===== src/rtl/lit_pkg.sv =====
package lit_pkg;

   typedef enum logic [2:0] {
      SEL_LIMIT      = 3'd0,
      SEL_COUNT      = 3'd1,
      SEL_LIMIT_KEEP = 3'd2,
      SEL_USER       = 3'd3,
      SEL_RUN        = 3'd4
   } reg_sel_e;

   localparam int unsigned WORD_W   = 32;
   localparam int unsigned FLAG_BIT = 31;

   function automatic int unsigned field_width(input bit half_step);
      return half_step ? 22 : 21;
   endfunction

endpackage


===== src/rtl/lit_prescaler.sv =====
module lit_prescaler #(
   parameter int unsigned DIV = 50
) (
   input  logic clk,
   input  logic rst_n,
   output logic tick
);

   initial begin
      assert (DIV >= 1) else $error("lit_prescaler: DIV must be at least 1");
   end

   generate
      if (DIV == 1) begin : g_pass
         assign tick = rst_n;
      end else begin : g_div
         localparam int unsigned PW = $clog2(DIV);
         localparam logic [PW-1:0] LAST = PW'(DIV - 1);
         logic [PW-1:0] phase;

         always_ff @(posedge clk) begin
            if (!rst_n)             phase <= '0;
            else if (phase == LAST) phase <= '0;
            else                    phase <= phase + 1'b1;
         end

         assign tick = (phase == LAST);

         // steps are spaced, never back to back
         p_tick_gap_r2: assert property (@(posedge clk) disable iff (!rst_n)
            tick |=> !tick);
      end
   endgenerate

endmodule


===== src/rtl/lit_count_core.sv =====
module lit_count_core #(
   parameter int unsigned CNT_W = 21
) (
   input  logic             clk,
   input  logic             rst_n,
   input  logic             tick,
   input  logic             run_ok,
   input  logic             wr_restart,
   input  logic             wr_keep,
   input  logic [CNT_W-1:0] lim_in,
   input  logic             rd_clear,
   output logic [CNT_W-1:0] cnt,
   output logic [CNT_W-1:0] lim,
   output logic             flag
);

   localparam logic [CNT_W-1:0] FULL = '1;
   localparam logic [CNT_W-1:0] ONE  = CNT_W'(1);

   initial begin
      assert (CNT_W >= 2 && CNT_W <= 31) else $error("lit_count_core: CNT_W out of range");
   end

   logic [CNT_W-1:0] eff_lim;
   logic [CNT_W:0]   nxt;
   logic             step;
   logic             wrap;

   assign eff_lim = (lim <= ONE) ? FULL : lim;
   assign nxt     = {1'b0, cnt} + 1'b1;
   assign step    = tick && run_ok;
   assign wrap    = step && (nxt >= {1'b0, eff_lim});

   always_ff @(posedge clk) begin
      if (!rst_n) begin
         lim <= '0;
      end else if (wr_restart || wr_keep) begin
         lim <= lim_in;
      end
   end

   always_ff @(posedge clk) begin
      if (!rst_n) begin
         cnt  <= ONE;
         flag <= 1'b0;
      end else if (wr_restart) begin
         cnt  <= ONE;
         flag <= 1'b0;
      end else begin
         if (step)          cnt  <= wrap ? ONE : nxt[CNT_W-1:0];
         if (wrap)          flag <= 1'b1;
         else if (rd_clear) flag <= 1'b0;
      end
   end

   // the count never holds zero
   p_count_nonzero_r3: assert property (@(posedge clk) disable iff (!rst_n)
      cnt != '0);

   // the flag only rises after an enabled step
   p_flag_after_step_r3: assert property (@(posedge clk) disable iff (!rst_n)
      $rose(flag) |-> $past(tick && run_ok));

   // a limit read with no competing step clears the flag
   p_read_clears_r4: assert property (@(posedge clk) disable iff (!rst_n)
      (rd_clear && !(tick && run_ok) && !wr_restart) |=> !flag);

   // a restarting write leaves count 1 and flag clear
   p_restart_r5: assert property (@(posedge clk) disable iff (!rst_n)
      wr_restart |=> (cnt == ONE && !flag));

   // a keep-count write without a step leaves the count alone
   p_keep_count_r6: assert property (@(posedge clk) disable iff (!rst_n)
      (wr_keep && !tick) |=> $stable(cnt));

   // a gated counter holds its value
   p_gated_hold_r8: assert property (@(posedge clk) disable iff (!rst_n)
      (!run_ok && !wr_restart) |=> $stable(cnt));

endmodule


===== src/rtl/lit_regs.sv =====
module lit_regs
   import lit_pkg::*;
#(
   parameter int unsigned CNT_W = 21
) (
   input  logic              clk,
   input  logic              rst_n,
   input  logic              reg_wr,
   input  logic              reg_rd,
   input  logic [2:0]        reg_addr,
   input  logic [WORD_W-1:0] reg_wdata,
   input  logic [CNT_W-1:0]  cnt,
   input  logic [CNT_W-1:0]  lim,
   input  logic              flag,
   output logic              wr_restart,
   output logic              wr_keep,
   output logic [CNT_W-1:0]  lim_in,
   output logic              rd_clear,
   output logic              run_ok,
   output logic [WORD_W-1:0] reg_rdata
);

   localparam int unsigned LSB = FLAG_BIT - CNT_W;

   logic user_q;
   logic run_q;
   logic unused_wbits;

   assign unused_wbits = ^{reg_wdata[FLAG_BIT], reg_wdata[LSB-1:1]};

   assign wr_restart = reg_wr && (reg_addr == SEL_LIMIT);
   assign wr_keep    = reg_wr && (reg_addr == SEL_LIMIT_KEEP);
   assign rd_clear   = reg_rd && (reg_addr == SEL_LIMIT);
   assign lim_in     = reg_wdata[FLAG_BIT-1 -: CNT_W];
   assign run_ok     = !user_q || run_q;

   function automatic logic [WORD_W-1:0] pack_word(input logic f, input logic [CNT_W-1:0] v);
      return {f, v, {LSB{1'b0}}};
   endfunction

   always_ff @(posedge clk) begin
      if (!rst_n) begin
         user_q <= 1'b0;
         run_q  <= 1'b0;
      end else if (reg_wr) begin
         if (reg_addr == SEL_USER) user_q <= reg_wdata[0];
         if (reg_addr == SEL_RUN)  run_q  <= reg_wdata[0];
      end
   end

   always_ff @(posedge clk) begin
      if (!rst_n) begin
         reg_rdata <= '0;
      end else if (reg_rd) begin
         case (reg_addr)
            SEL_LIMIT, SEL_LIMIT_KEEP: reg_rdata <= pack_word(flag, lim);
            SEL_COUNT:                 reg_rdata <= pack_word(flag, cnt);
            SEL_USER:                  reg_rdata <= {{(WORD_W-1){1'b0}}, user_q};
            SEL_RUN:                   reg_rdata <= {{(WORD_W-1){1'b0}}, run_q};
            default:                   reg_rdata <= '0;
         endcase
      end
   end

   // a write to the count index leaves mode bits untouched
   p_count_write_inert_r9: assert property (@(posedge clk) disable iff (!rst_n)
      (reg_wr && reg_addr == SEL_COUNT) |=> ($stable(user_q) && $stable(run_q)));

endmodule


===== src/rtl/lit_interval_timer.sv =====
module lit_interval_timer
   import lit_pkg::*;
#(
   parameter int unsigned CLK_PER_TICK = 50,
   parameter bit          HALF_US_STEP = 1'b0
) (
   input  logic        clk,
   input  logic        rst_n,
   input  logic        reg_wr,
   input  logic        reg_rd,
   input  logic [2:0]  reg_addr,
   input  logic [31:0] reg_wdata,
   output logic [31:0] reg_rdata,
   output logic        irq
);

   localparam int unsigned CNT_W = field_width(HALF_US_STEP);

   logic             tick;
   logic             run_ok;
   logic             wr_restart;
   logic             wr_keep;
   logic             rd_clear;
   logic [CNT_W-1:0] lim_in;
   logic [CNT_W-1:0] cnt;
   logic [CNT_W-1:0] lim;
   logic             flag;

   lit_prescaler #(.DIV(CLK_PER_TICK)) u_presc (
      .clk   (clk),
      .rst_n (rst_n),
      .tick  (tick)
   );

   lit_count_core #(.CNT_W(CNT_W)) u_core (
      .clk        (clk),
      .rst_n      (rst_n),
      .tick       (tick),
      .run_ok     (run_ok),
      .wr_restart (wr_restart),
      .wr_keep    (wr_keep),
      .lim_in     (lim_in),
      .rd_clear   (rd_clear),
      .cnt        (cnt),
      .lim        (lim),
      .flag       (flag)
   );

   lit_regs #(.CNT_W(CNT_W)) u_regs (
      .clk        (clk),
      .rst_n      (rst_n),
      .reg_wr     (reg_wr),
      .reg_rd     (reg_rd),
      .reg_addr   (reg_addr),
      .reg_wdata  (reg_wdata),
      .cnt        (cnt),
      .lim        (lim),
      .flag       (flag),
      .wr_restart (wr_restart),
      .wr_keep    (wr_keep),
      .lim_in     (lim_in),
      .rd_clear   (rd_clear),
      .run_ok     (run_ok),
      .reg_rdata  (reg_rdata)
   );

   assign irq = flag;

   // a read of the flag-clearing index without a step drops irq
   p_irq_drop_r4: assert property (@(posedge clk) disable iff (!rst_n)
      (reg_rd && reg_addr == 3'd0 && !tick && !reg_wr) |=> !irq);

endmodule


===== config.mk =====
export PLATFORM = sky130hd
export DESIGN_NAME = lit_interval_timer
export DESIGN_NICKNAME = d
export VERILOG_FILES = /design/src/rtl/lit_pkg.sv /design/src/rtl/lit_prescaler.sv /design/src/rtl/lit_count_core.sv /design/src/rtl/lit_regs.sv /design/src/rtl/lit_interval_timer.sv
export SDC_FILE = /design/constraint.sdc
export NUM_CORES = 1
export LEC_CHECK = 0
export BUFFER_PORTS_ARGS = -buffer_cell sky130_fd_sc_hd__buf_2
export CORE_ASPECT_RATIO = 1.1
export CORE_MARGIN = 10
export CORE_UTILIZATION = 28
export DETAILED_ROUTE_END_ITERATION = 6
export PLACE_DENSITY = 0.54
export SYNTH_ARGS = -nofsm -noshare
export SYNTH_HDL_FRONTEND = slang
export SYNTH_HIERARCHICAL = 1
export SYNTH_SLANG_ARGS = --single-unit

===== constraint.sdc =====
create_clock -name clk -period 4.14 [get_ports clk]
set_input_delay 0.207 -clock clk [delete_from_list [all_inputs] [get_ports clk]]
set_output_delay 0.207 -clock clk [all_outputs]
set_load 0.01 [all_outputs]

==> results by stage, run 1 <==
Outcome:
- The run finished with clean final reports.

Logic synthesis:
- The summed instance area of the synthesized netlist is 4660 sq um.
- Counting flops with a built-in enable in the synthesized netlist gives 0.
- After synthesis, the share of cell area in mux cells is 0.00215.
- Of all flip-flops after synthesis, the portion carrying an async set or reset was 0.
- The sequential cell area fraction in the yosys report is 0.318.
- In the synthesized netlist, the number of instances is 555.
- The post-synthesis average cell area is 8.39 sq um.
- Of the total synthesized cell area, the portion taken by XOR and XNOR cells is 0.0395.
- In this run, synthesis produced a sequential element count of 74.
- The post-synthesis compound-gate area fraction is 0.179.
- The count of synthesis-stage warnings from yosys is 6.
- The largest family of logic cells by synthesized area is simple AND/OR/NAND/NOR gates.
- For this run, the leading register cell type out of synthesis is dfxtp_1.
- Of the total synthesized cell area, the portion taken by AND, OR, NAND and NOR gates is 0.299.
- The arithmetic-cell share of the synthesized area counting full adders, half adders and majority gates is 0.0645.
- The count of distinct cell types in the synthesized netlist is 55.

Clock network:
- The clock insertion delay at the later pin of the skew report is 330 ps.
- The cell chosen for the clock root is clkbuf_16.
- After clock tree synthesis, the clock-pin slew on the worst setup and hold paths is 60 ps.
- The maximum clock path buffer count is 2.
- The CTS sink count is 74.
- The post-cts hold buffer count is 0.
- TritonCTS built the clock tree.
- CTS built an H-tree with a depth of 3.
- The post-CTS repair timing setup buffer count is 0.
- The clock buffer count from CTS is 9.

Power and ir drop:
- VDD sags by at most 267 uV.
- The power density normalized to cell area is 348 nW/um^2.
- The switching power as a share of total power is 0.250.
- Cell internal power was estimated by the tool at 1.40 mW.
- In this run the static leakage power is 2.19 nW.
- Of the total power, registers draw 0.398.
- Of the total power, the clock network draws 0.474.
- The switching component of the power is 466 uW.
- Of the total power, combinational logic draws 0.128.

GRT:
- In the global route stage, overall resource usage came out at 0.114.
- The first-pass GRT wire length is 21.0 mm.
- The initial antenna violation count came to 0.
- Summed over all layers, the global routing overflow is 0.
- The number of global-route vias before repair came to 4,064.
- Entering global routing, the biggest net connects 52 pins.

Finish:
- Leaving out fill and tap cells, the most frequent cell in the layout is nand2_1.
- Of the cells placed in the final design, the portion with a size suffix greater than 1 is 0.222.
- Summing all multi-input logic gate instances after layout gives 2770 sq um.
- The final standard cell utilization of the core is 0.327.
- The final layout net count is 649.
- The area added between synthesis and finish is 14.9%.
- The repair_antennas step left the layout with diodes totalling 0.
- The register area is 1480 sq um.
- Leaving out fill and tap cells, the most frequent cells in the layout are 85 x nand2_1, 74 x dfxtp_1, 52 x buf_2, 37 x nor2b_1, 34 x nor2_1.
- Counting the fill cells in the layout gives 1,701.

Detailed routing:
- The DRC violation count after routing is 0.
- The detailed-route wire length per cell is 15.7 microns.
- The routed via count divided by cell count is 5.02.
- The routed design has 12.5 mm of wire.
- The detailed router finished its first iteration with 226 violations.
- The first-pass iteration count of the detailed router is 4.
- The total via count after detailed routing is 3,992.
- The number of routed nets with antenna violations is 0.

Die:
- The floorplan step set the die width to 143 microns.
- The starting density of the core is 0.284.
- In this run the standard cell core region covers 16,400 sq um.
- The area enclosed by the die boundary is 22,200 sq um.
- In this run the vertical extent of the chip is 155 microns.
- The number of top-level design ports is 72.
- The number of rows in the core area is 49.

Critical path:
- For the worst setup path, the data arrival time is 4140 ps.
- Along the worst path, the maximum fanout reaches 19.
- The sort of element at the start of the critical path is a flip-flop.
- The critical path capture point type is a flip-flop.
- The kind of critical path is reg2reg.
- The critical path data required time is 4330 ps.

STA:
- The fmax is 253 MHz.
- The actual transition at the worst max-transition pin is 1030 ps.
- Setup repair after global routing left no endpoint under its margin.
- The clock tree skew after final layout is 4.91 ps.
- The period utilization is 0.955.
- The final-report max-slew violation count came to 0.
- The count of endpoints failing setup in the final report is 0.
- The setup TNS after final layout is 0 ps.
- The tightest hold path in the finished design has a slack of 122 ps.
- Across all setup checks in the final design, the least slack found is 188 ps.
- In this run the tightest slew margin relative to its limit is 0.314.
- The final hold violation count came to 0.
- The smallest clock period supported by the final layout is computed as 3950 ps.

Worst hold path:
- The worst min-delay path category is in2reg.

Placed design:
- The pre-CTS setup slack is 164 ps.
- At the end of routability-driven placement, the weighted congestion stood at 0.808.
- Input and output buffers added on the ports amount to 52.
- The total half-perimeter wirelength after legalization and detailed placement is 9.24 mm.

Run:
- The number of violations of the max-capacitance limit is 0.
==> logic make-up after synthesis <==
group,after synthesis
AND/OR/NAND/NOR,265
AO/OA/AOI/OAI,93
buffers and inverters,76
flip-flops,74
adder cells (fa/ha/maj),24
XOR/XNOR,21
other,1
multiplexers,1
==> worst paths after layout <==
kind                               start                endpoint  slack (ps)  cells past startpoint
setup / recovery           u_core/cnt[1]          u_core/cnt[10]         190                     12
hold / removal             reg_wdata[19]           u_core/lim[9]         120                      3
setup reg to reg           u_core/cnt[1]          u_core/cnt[10]         190                     12
hold reg to reg   u_presc/g_div.phase[0]  u_presc/g_div.phase[0]         480                      1
==> cell usage after synthesis (3+ instances only) <==
| cell | instances | area [sq um] |
|---|---|---|
| buf_4 | 32 | 240 |
| nand4b_1 | 5 | 43.8 |
| clkbuf_1 | 24 | 90.1 |
| nor3_1 | 12 | 60.1 |
| buf_6 | 5 | 56.3 |
| buf_2 | 7 | 35.0 |
| or2_2 | 3 | 18.8 |
| a21oi_1 | 16 | 80.1 |
| ha_1 | 24 | 300 |
| a221oi_2 | 20 | 300 |
| inv_1 | 7 | 26.3 |
| and3_1 | 15 | 93.8 |
| dfxtp_1 | 74 | 1480 |
| o211ai_1 | 12 | 90.1 |
| o21ai_0 | 5 | 25.0 |
| and2b_1 | 8 | 60.1 |
| nand4_1 | 18 | 113 |
| nor2_1 | 34 | 128 |
| nand2_1 | 85 | 319 |
| xor2_1 | 5 | 43.8 |
| a32oi_1 | 3 | 26.3 |
| nand3_1 | 15 | 75.1 |
| nor2b_1 | 37 | 231 |
| nor4_1 | 10 | 62.6 |
| a21boi_0 | 22 | 165 |
| nand2b_1 | 6 | 37.5 |
| xnor2_1 | 16 | 140 |
==> routing by layer <==
metal / GRT usage / wire, microns
met2: 0.199 / 6250
met3: 0.0177 / 453
met1: 0.139 / 5670
met5: 0 / 0
met4: 0.0393 / 134
==> state kept, by name, indices dropped and copies added, names as in the netlist <==
register,count
u_core/lim,21
u_regs/user_q,1
u_regs/run_q,1
u_core/flag,1
u_regs/reg_rdata,23
u_core/cnt,21
u_presc/g_div.phase,6
==> power by group through the flow <==
| stage | sequential [mW] | combinational [mW] | clock [mW] |
|---|---|---|---|
| detailed placement | 0.757 | 0.235 | 0 |
| finish | 0.741 | 0.238 | 0.883 |
| CTS | 0.741 | 0.236 | 0.903 |
| global placement | 0.756 | 0.226 | 0 |
| floorplan | 0.753 | 0.186 | 0 |
| global route | 0.742 | 0.271 | 0.934 |
==> worst max-delay path, stage by stage, from the launching register on <==
cell and delay (ps):
dfxtp_1 340, ha_1 180, nand4_1 120, or4_1 590, o21a_1 220, or2_2 300, ha_1 310, nand3_2 70
or4_4 550, or4_1 540, o311a_4 240, a32oi_1 240, a21oi_1 90
==> timing repair <==
| item | in CTS | in global routing |
|---|---|---|
| endpoints found under the hold margin | 0 | 0 |
| endpoints found under the setup margin | 0 | 3 |
| gates resized for setup | 0 | 1 |
==> metrics by stage <==
stage	cells	instance area [sq um]	power [mW]
after detailed placement	779	5000	0.992
after global routing	795	5350	1.95
after floorplan	563	4690	0.939
after CTS	795	5340	1.88
final	795	5350	1.86
after global placement	779	5000	0.983
==> final cells by class <==
type,count,share of cell area
clock buffer,12,0.0498
clock inverter,4,0.0136
inverter,7,0.00491
multi-input combinational,413,0.518
sequential,74,0.277
tap,204,0.0477
timing repair buffer,81,0.0894
Note: power is estimated with default switching activity, not from simulation.
==> run 2: changes to the inputs <==
--- a/config.mk
+++ b/config.mk
@@ -7,7 +7,7 @@
 export LEC_CHECK = 0
 export BUFFER_PORTS_ARGS = -buffer_cell sky130_fd_sc_hd__buf_2
 export CORE_ASPECT_RATIO = 1.1
-export CORE_MARGIN = 10
+export CORE_MARGIN = 2
 export CORE_UTILIZATION = 28
 export DETAILED_ROUTE_END_ITERATION = 6
 export PLACE_DENSITY = 0.54
==> results by stage, run 2 (synthesized netlist as in run 1, its figures left out) <==
Finish:
- In the final design database the tool counted 646 nets.
- The number of antenna repair diodes is 0.
- The most common library cell in the layout ignoring fill and taps is nand2_1.
- The share of final-layout standard cells stronger than drive strength 1 is 0.218.
- Counting flops per register, the top entry is u_regs/reg_rdata.
- The largest registers in the layout are u_regs/reg_rdata x23, u_core/cnt x21, u_core/lim x21.
- In the layout the commonest cells are 85 x nand2_1, 74 x dfxtp_1, 52 x buf_2, 37 x nor2b_1, 34 x nor2_1.
- The area added between synthesis and finish is 14.6%.
- The register with the most flip-flops in the layout has 23 of them.
- The total of fill cells in the finished design is 1,706.
- The final standard cell utilization of the core is 0.327.

Clock network:
- The clock buffer count from CTS is 9.
- The cell sitting at the root of the clock tree is a clkbuf_16.
- The maximum clock path buffer count is 2.
- The post-CTS repair timing setup buffer count is 0.
- The clock transition time at the flip-flop clock pins of the worst setup and hold paths is 60 ps.
- The clock tree from TritonCTS is done.
- The total number of H-tree levels is 3.
- At the later pin of the worst-skew pair, clock insertion delay measures 340 ps.
- The CTS sink count is 74.

STA:
- The worst pin sits at a relative slew slack of 0.471.
- Based on the critical path, the design can be clocked at up to 254 MHz.
- Setup repair after global routing left no endpoint under its margin.
- On the final layout, the worst clock skew is 6.03 ps.
- The smallest clock period supported by the final layout is computed as 3940 ps.
- Of the available clock period, the critical path in the final layout requires 0.951.
- The final-report max-slew violation count is 0.
- The setup TNS after final layout is 0 ps.
- The final hold violation count is 0.
- Setup violations remaining at the end of the flow were counted as 0.
- At the pin with the least slew margin, the transition time is 791 ps.

Die:
- The number of top-level design ports is 72.
- In this run the vertical extent of the chip is 139 microns.
- After floorplanning, the core was divided into 49 placement rows.
- The die is 127 microns wide.
- The starting density of the core is 0.285.
- The core area is 16,300 sq um.
- The floorplan step defined a die boundary enclosing 17,700 sq um.

Critical path:
- The worst setup path is launched from a flip-flop.
- The number of cell instances on the worst register-to-register path is 12.
- At the worst endpoint, the arrival time is 4120 ps.
- The critical path capture point type is a flip-flop.
- The critical path in this run is classified as reg2reg.
- The destination of the worst register-to-register timing path is u_core/cnt[10].
- The worst register-to-register path begins at u_core/cnt[0].
- Across all register-to-register paths, the minimum setup slack is 200 ps.
- Data on the critical path is required at its endpoint by 4330 ps.
- The largest fanout on the critical path is 18.

Power and ir drop:
- Power spread over the standard cell area amounts to 346 nW/um^2.
- The analysis attributes to cell leakage a power of 2.18 nW.
- The peak supply drop is 188 uV.

Detailed routing:
- The number of routed nets with antenna violations is 0.
- The first-pass iteration count of the detailed router is 5.
- After detailed routing, the number of vias per cell comes to 4.92.
- The total via count after detailed routing is 3,896.
- The routed design has 11.5 mm of wire.
- The detailed router's first-iteration violation count is 238.
- The detailed-route wire length per cell is 14.5 microns.
- The DRC violation count after routing is 0.

Worst hold path:
- In this run the most critical hold path is launched from reg_wdata[0].
- The number of instances on the worst hold path is 3.
- The worst hold endpoint is u_regs/run_q.
- The min-delay analysis places its worst path in the category in2reg.

Placed design:
- The number of buffers inserted by port buffering is 52.
- The congestion estimate from routability-driven global placement came to 0.834.
- The wire-length estimate of the detail-placed layout is 8.42 mm.

GRT:
- The sum of overflow across all layers after global routing is 0.
- The overall routing resource usage is 0.132.
- The number of global-route vias before repair is 3,822.
- The first-pass GRT wire length is 19.2 mm.
- The initial antenna violation count is 0.
- Entering global routing, the biggest net connects 52 pins.

Run:
- The number of violations of the max-capacitance limit is 0.

Outcome:
- The flow ran to the end, and the final reports show no timing, DRC or antenna violations.
run 2: cell count changes in the layout (fill, tap and decap cells not counted), sizes merged:
| cell | before | now |
|---|---|---|
| buf | 81 | 78 |
run 2: per-stage QoR:
step	total power, mW	std cells	hold slack, ps	instance area [sq um]	setup WS, ps
5_1_grt	1.93	792	134	5340	30.7
3_3_place_gp	0.978	776	462	4990	220
2_1_floorplan	0.939	563	329	4690	301
3_5_place_dp	0.985	776	468	4990	199
4_1_cts	1.87	792	110	5330	161
6_report	1.85	792	119	5340	204
run 2: routing by layer:
metal / track usage / routed length [microns]
met5: 0 / 0
met4: 0.0549 / 166
met1: 0.166 / 5270
met3: 0.0204 / 428
met2: 0.225 / 5610
run 2: final cells by class:
class	count	area [sq um]	share of cell area
clock buffer	12	267	0.0499
clock inverter	4	72.6	0.0136
inverter	7	26.3	0.00492
multi-input combinational	413	2770	0.519
sequential	74	1480	0.278
tap	204	255	0.0478
timing repair buffer	78	468	0.0877
run 2: repair_timing:
| item | in CTS | in global routing |
|---|---|---|
| hold buffers | 0 | 0 |
| resized for setup | 0 | 1 |
| endpoints found under the setup margin | 0 | 3 |
run 2: how the worst max path moves through the flow:
stage | startpoint | end | slack (ps) | depth (start not counted)
after CTS | u_core/cnt[0] | u_core/cnt[10] | 160 | 12
after detailed placement | u_core/cnt[0] | u_core/cnt[10] | 200 | 12
after global placement | u_core/cnt[0] | u_core/cnt[5] | 220 | 13
after floorplan | u_core/cnt[0] | u_core/cnt[12] | 300 | 14
final | u_core/cnt[0] | u_core/cnt[10] | 200 | 12
after global routing | u_core/cnt[1] | u_core/cnt[10] | 30 | 12
run 2: power breakdown:
group / total, mW / internal (mW) / switching (mW)
sequential: 0.741 / 0.725 / 0.0156
clock: 0.879 / 0.576 / 0.303
combinational: 0.229 / 0.0934 / 0.136
run 2: critical path, stage by stage, from the launching register on:
cell and delay, ps:
dfxtp_1 330, ha_1 170, nand4_1 120, or4_1 590, o21a_1 220, or2_2 300, ha_1 310, nand3_2 70
or4_4 540, or4_1 540, o311a_4 240, a32oi_1 230, a21oi_1 100
==> run 3: changes to the inputs <==
==> constraint.sdc (replaced) <==
create_clock -name clk -period 3.2 [get_ports clk]
set_input_delay 0.16 -clock clk [delete_from_list [all_inputs] [get_ports clk]]
set_output_delay 0.16 -clock clk [all_outputs]
set_load 0.01 [all_outputs]
==> results by stage, run 3 (synthesized netlist as in run 1, its figures left out) <==
Power and ir drop:
- For this design the ratio of total power to cell area is 419 nW/um^2.
- The fraction of power consumed by sequential logic is 0.390.
- Of the total power, the share spent switching nets is 0.258.
- The leakage power is 2.46 nW.
- Of the total power, the clock network draws 0.452.
- The combinational share of power is 0.158.
- Summed over all nets, the switching power comes to 626 uW.
- IR analysis of the VDD net gives a maximum drop of 282 uV.
- The internal portion of the total power is 1.81 mW.

Clock network:
- The total number of H-tree levels is 3.
- The clock buffer count from CTS is 9.
- The maximum clock path buffer count is 2.
- The clock transition time at the flip-flop clock pins of the worst setup and hold paths is 60 ps.
- The post-cts hold buffer count is 0.
- The CTS sink count is 74.
- The cell chosen for the clock root is clkbuf_16.
- The clock tree from TritonCTS is done.
- The later pin in the worst-skew pair is clocked with a latency of 340 ps.

Finish:
- The library cell used most frequently in the layout, excluding fill and tap cells, is nand2_1.
- The total of fill cells in the finished design is 1,697.
- Ranked by flip-flop count, first place goes to u_regs/reg_rdata.
- Once layout is done, the placed cells without fillers occupy 5810 sq um.
- The net count of the finished layout is 702.
- In the layout the commonest cells are 85 x nand2_1, 78 x buf_4, 70 x dfxtp_1, 52 x buf_2, 37 x nor2b_1.
- 0 antenna diodes ended up in the layout.
- The largest registers in the layout are u_regs/reg_rdata x23, u_core/cnt x21, u_core/lim x21.
- The share of final-layout standard cells stronger than drive strength 1 is 0.301.
- The register with the most flip-flops in the layout has 23 of them.
- The area added between synthesis and finish is 24.8%.

GRT:
- The sum of overflow across all layers after global routing is 0.
- The first global-routing pass estimated 21.6 mm of wire.
- The largest net degree at the start of global routing is 50.
- The overall routing resource usage is 0.150.
- The initial antenna violation count was 0.
- The number of global-route vias before repair is 4,380.

Critical path:
- The critical path is of the reg2reg type.
- In this run the critical register-to-register path is launched from u_core/cnt[1].
- The critical path data required time is 3420 ps.
- The critical path capture point type is a flip-flop.
- The number of cell instances on the worst register-to-register path is 12.
- The sort of element at the start of the critical path is a flip-flop.
- In this run the worst setup path begins at u_core/cnt[1].
- Along the worst path, the maximum fanout reaches 5.
- For the worst setup path, the data arrival time is 3840 ps.

STA:
- The final-report max-slew violation count came to 0.
- The count of endpoints failing setup in the final report is 22.
- Setup repair after global routing could not meet its margin everywhere.
- For the pin with the worst max-slew slack, the measured transition is 1090 ps.
- The final hold violation count was 0.
- The clock tree skew after final layout is 5.22 ps.
- The setup TNS after final layout is -7960 ps.
- Headroom to the max-slew limit came out at 0.271.
- In the post-route analysis, the smallest setup slack over all paths is -412 ps.
- In the finished design, the share of the clock period the worst path needs comes to 1.13.
- The fmax is 277 MHz.
- The final critical-path required period is 3610 ps.

Die:
- Measured along the x axis, the die boundary spans 127 microns.
- 72 I/O pins were placed.
- The floorplan step defined a die boundary enclosing 17,700 sq um.
- The initialized floorplan defines 49 standard-cell rows.
- The initial utilization of the core area, before any placement, comes to 0.285.
- The core area is 16,300 sq um.
- The floorplan step set the die height to 139 microns.

Outcome:
- The run finished, with violations left.
- The checks that failed: negative setup slack.

Placed design:
- The placed standard-cell area is 5410 sq um.
- The number of buffers inserted by port buffering is 52.
- Routability-driven placement finished with a final weighted congestion of 0.861.
- Detailed placement ended at an HPWL of 9.57 mm.

Worst hold path:
- The number of instances on the worst hold path is 3.
- The launch instance of the worst min-delay path is reg_wdata[27].
- The worst hold path belongs to the class in2reg.

Detailed routing:
- The total via count after detailed routing is 4,200.
- The first TritonRoute pass finished after 4 iterations.
- The DRC violation count after routing is 0.
- The detailed router's first-iteration violation count is 208.
- The wire length reported by the detailed router is 13.0 mm.
- Dividing the detail-routed wire length by the instance count gives 15.3 microns.
- After detailed routing, the number of vias per cell comes to 4.95.
- The number of routed nets with antenna violations is 0.

Run:
- The number of violations of the max-capacitance limit is 0.
==> run 3: stage by stage <==
stage	power [mW]	setup slack, ps	utilization	instances	hold WS, ps
after CTS	2.45	-355	0.354	847	56.4
after global placement	1.32	-330	0.332	827	414
after global routing	2.55	-469	0.356	848	62.2
after detailed placement	1.33	-442	0.332	827	419
after floorplan	1.22	-270	-	563	282
final	2.43	-412	0.356	848	64.2
==> run 3: cell type report <==
type,instances,area [sq um],area share
Clock buffer,11,243,0.0418
Inverter,7,26.3,0.00452
Clock inverter,5,77.6,0.0134
Tap cell,204,255,0.0439
Multi-Input combinational cell,415,2850,0.490
Timing Repair Buffer,132,868,0.150
Sequential cell,74,1490,0.257
==> run 3: routing by layer <==
metal  up-vias  global-route usage  part of all wire
li1       2100                   -                 -
met1      1991               0.179              0.44
met2        88               0.269              0.51
met3        21              0.0261             0.033
met4         0              0.0567             0.025
met5         -                   0                 0
==> run 3: power by group through the flow <==
stage	sequential [mW]	combinational (mW)	clock [mW]
after floorplan	0.972	0.247	0
after global placement	0.968	0.354	0
after detailed placement	0.969	0.363	0
after CTS	0.948	0.377	1.12
after global routing	0.950	0.431	1.17
final	0.948	0.385	1.10
==> run 3: worst paths after layout <==
check | to | slack (ps)
worst max-delay path | u_core/cnt[12] | -410
worst min-delay path | u_core/lim[17] | 60
worst min register to register | u_presc/g_div.phase[0] | 480
worst max register to register | u_core/cnt[12] | -410
==> run 3: repair_timing <==
action	in CTS	in global routing
setup endpoints to repair	22	22
resized for setup	3	4
hold endpoints to repair	0	0
setup buffers	2	1
pin swaps	3	8
cloned	2	0
==> run 3: critical path: stages (launching register included) <==
cell     delay [ps]
dfxtp_4         360
ha_4            130
nand4_1         110
or4_4           580
o21a_1          210
or2_4           240
ha_4            280
nand3_2          70
or4_4           550
or4_4           470
o311a_4         190
a32oi_1         220
a21oi_1          80
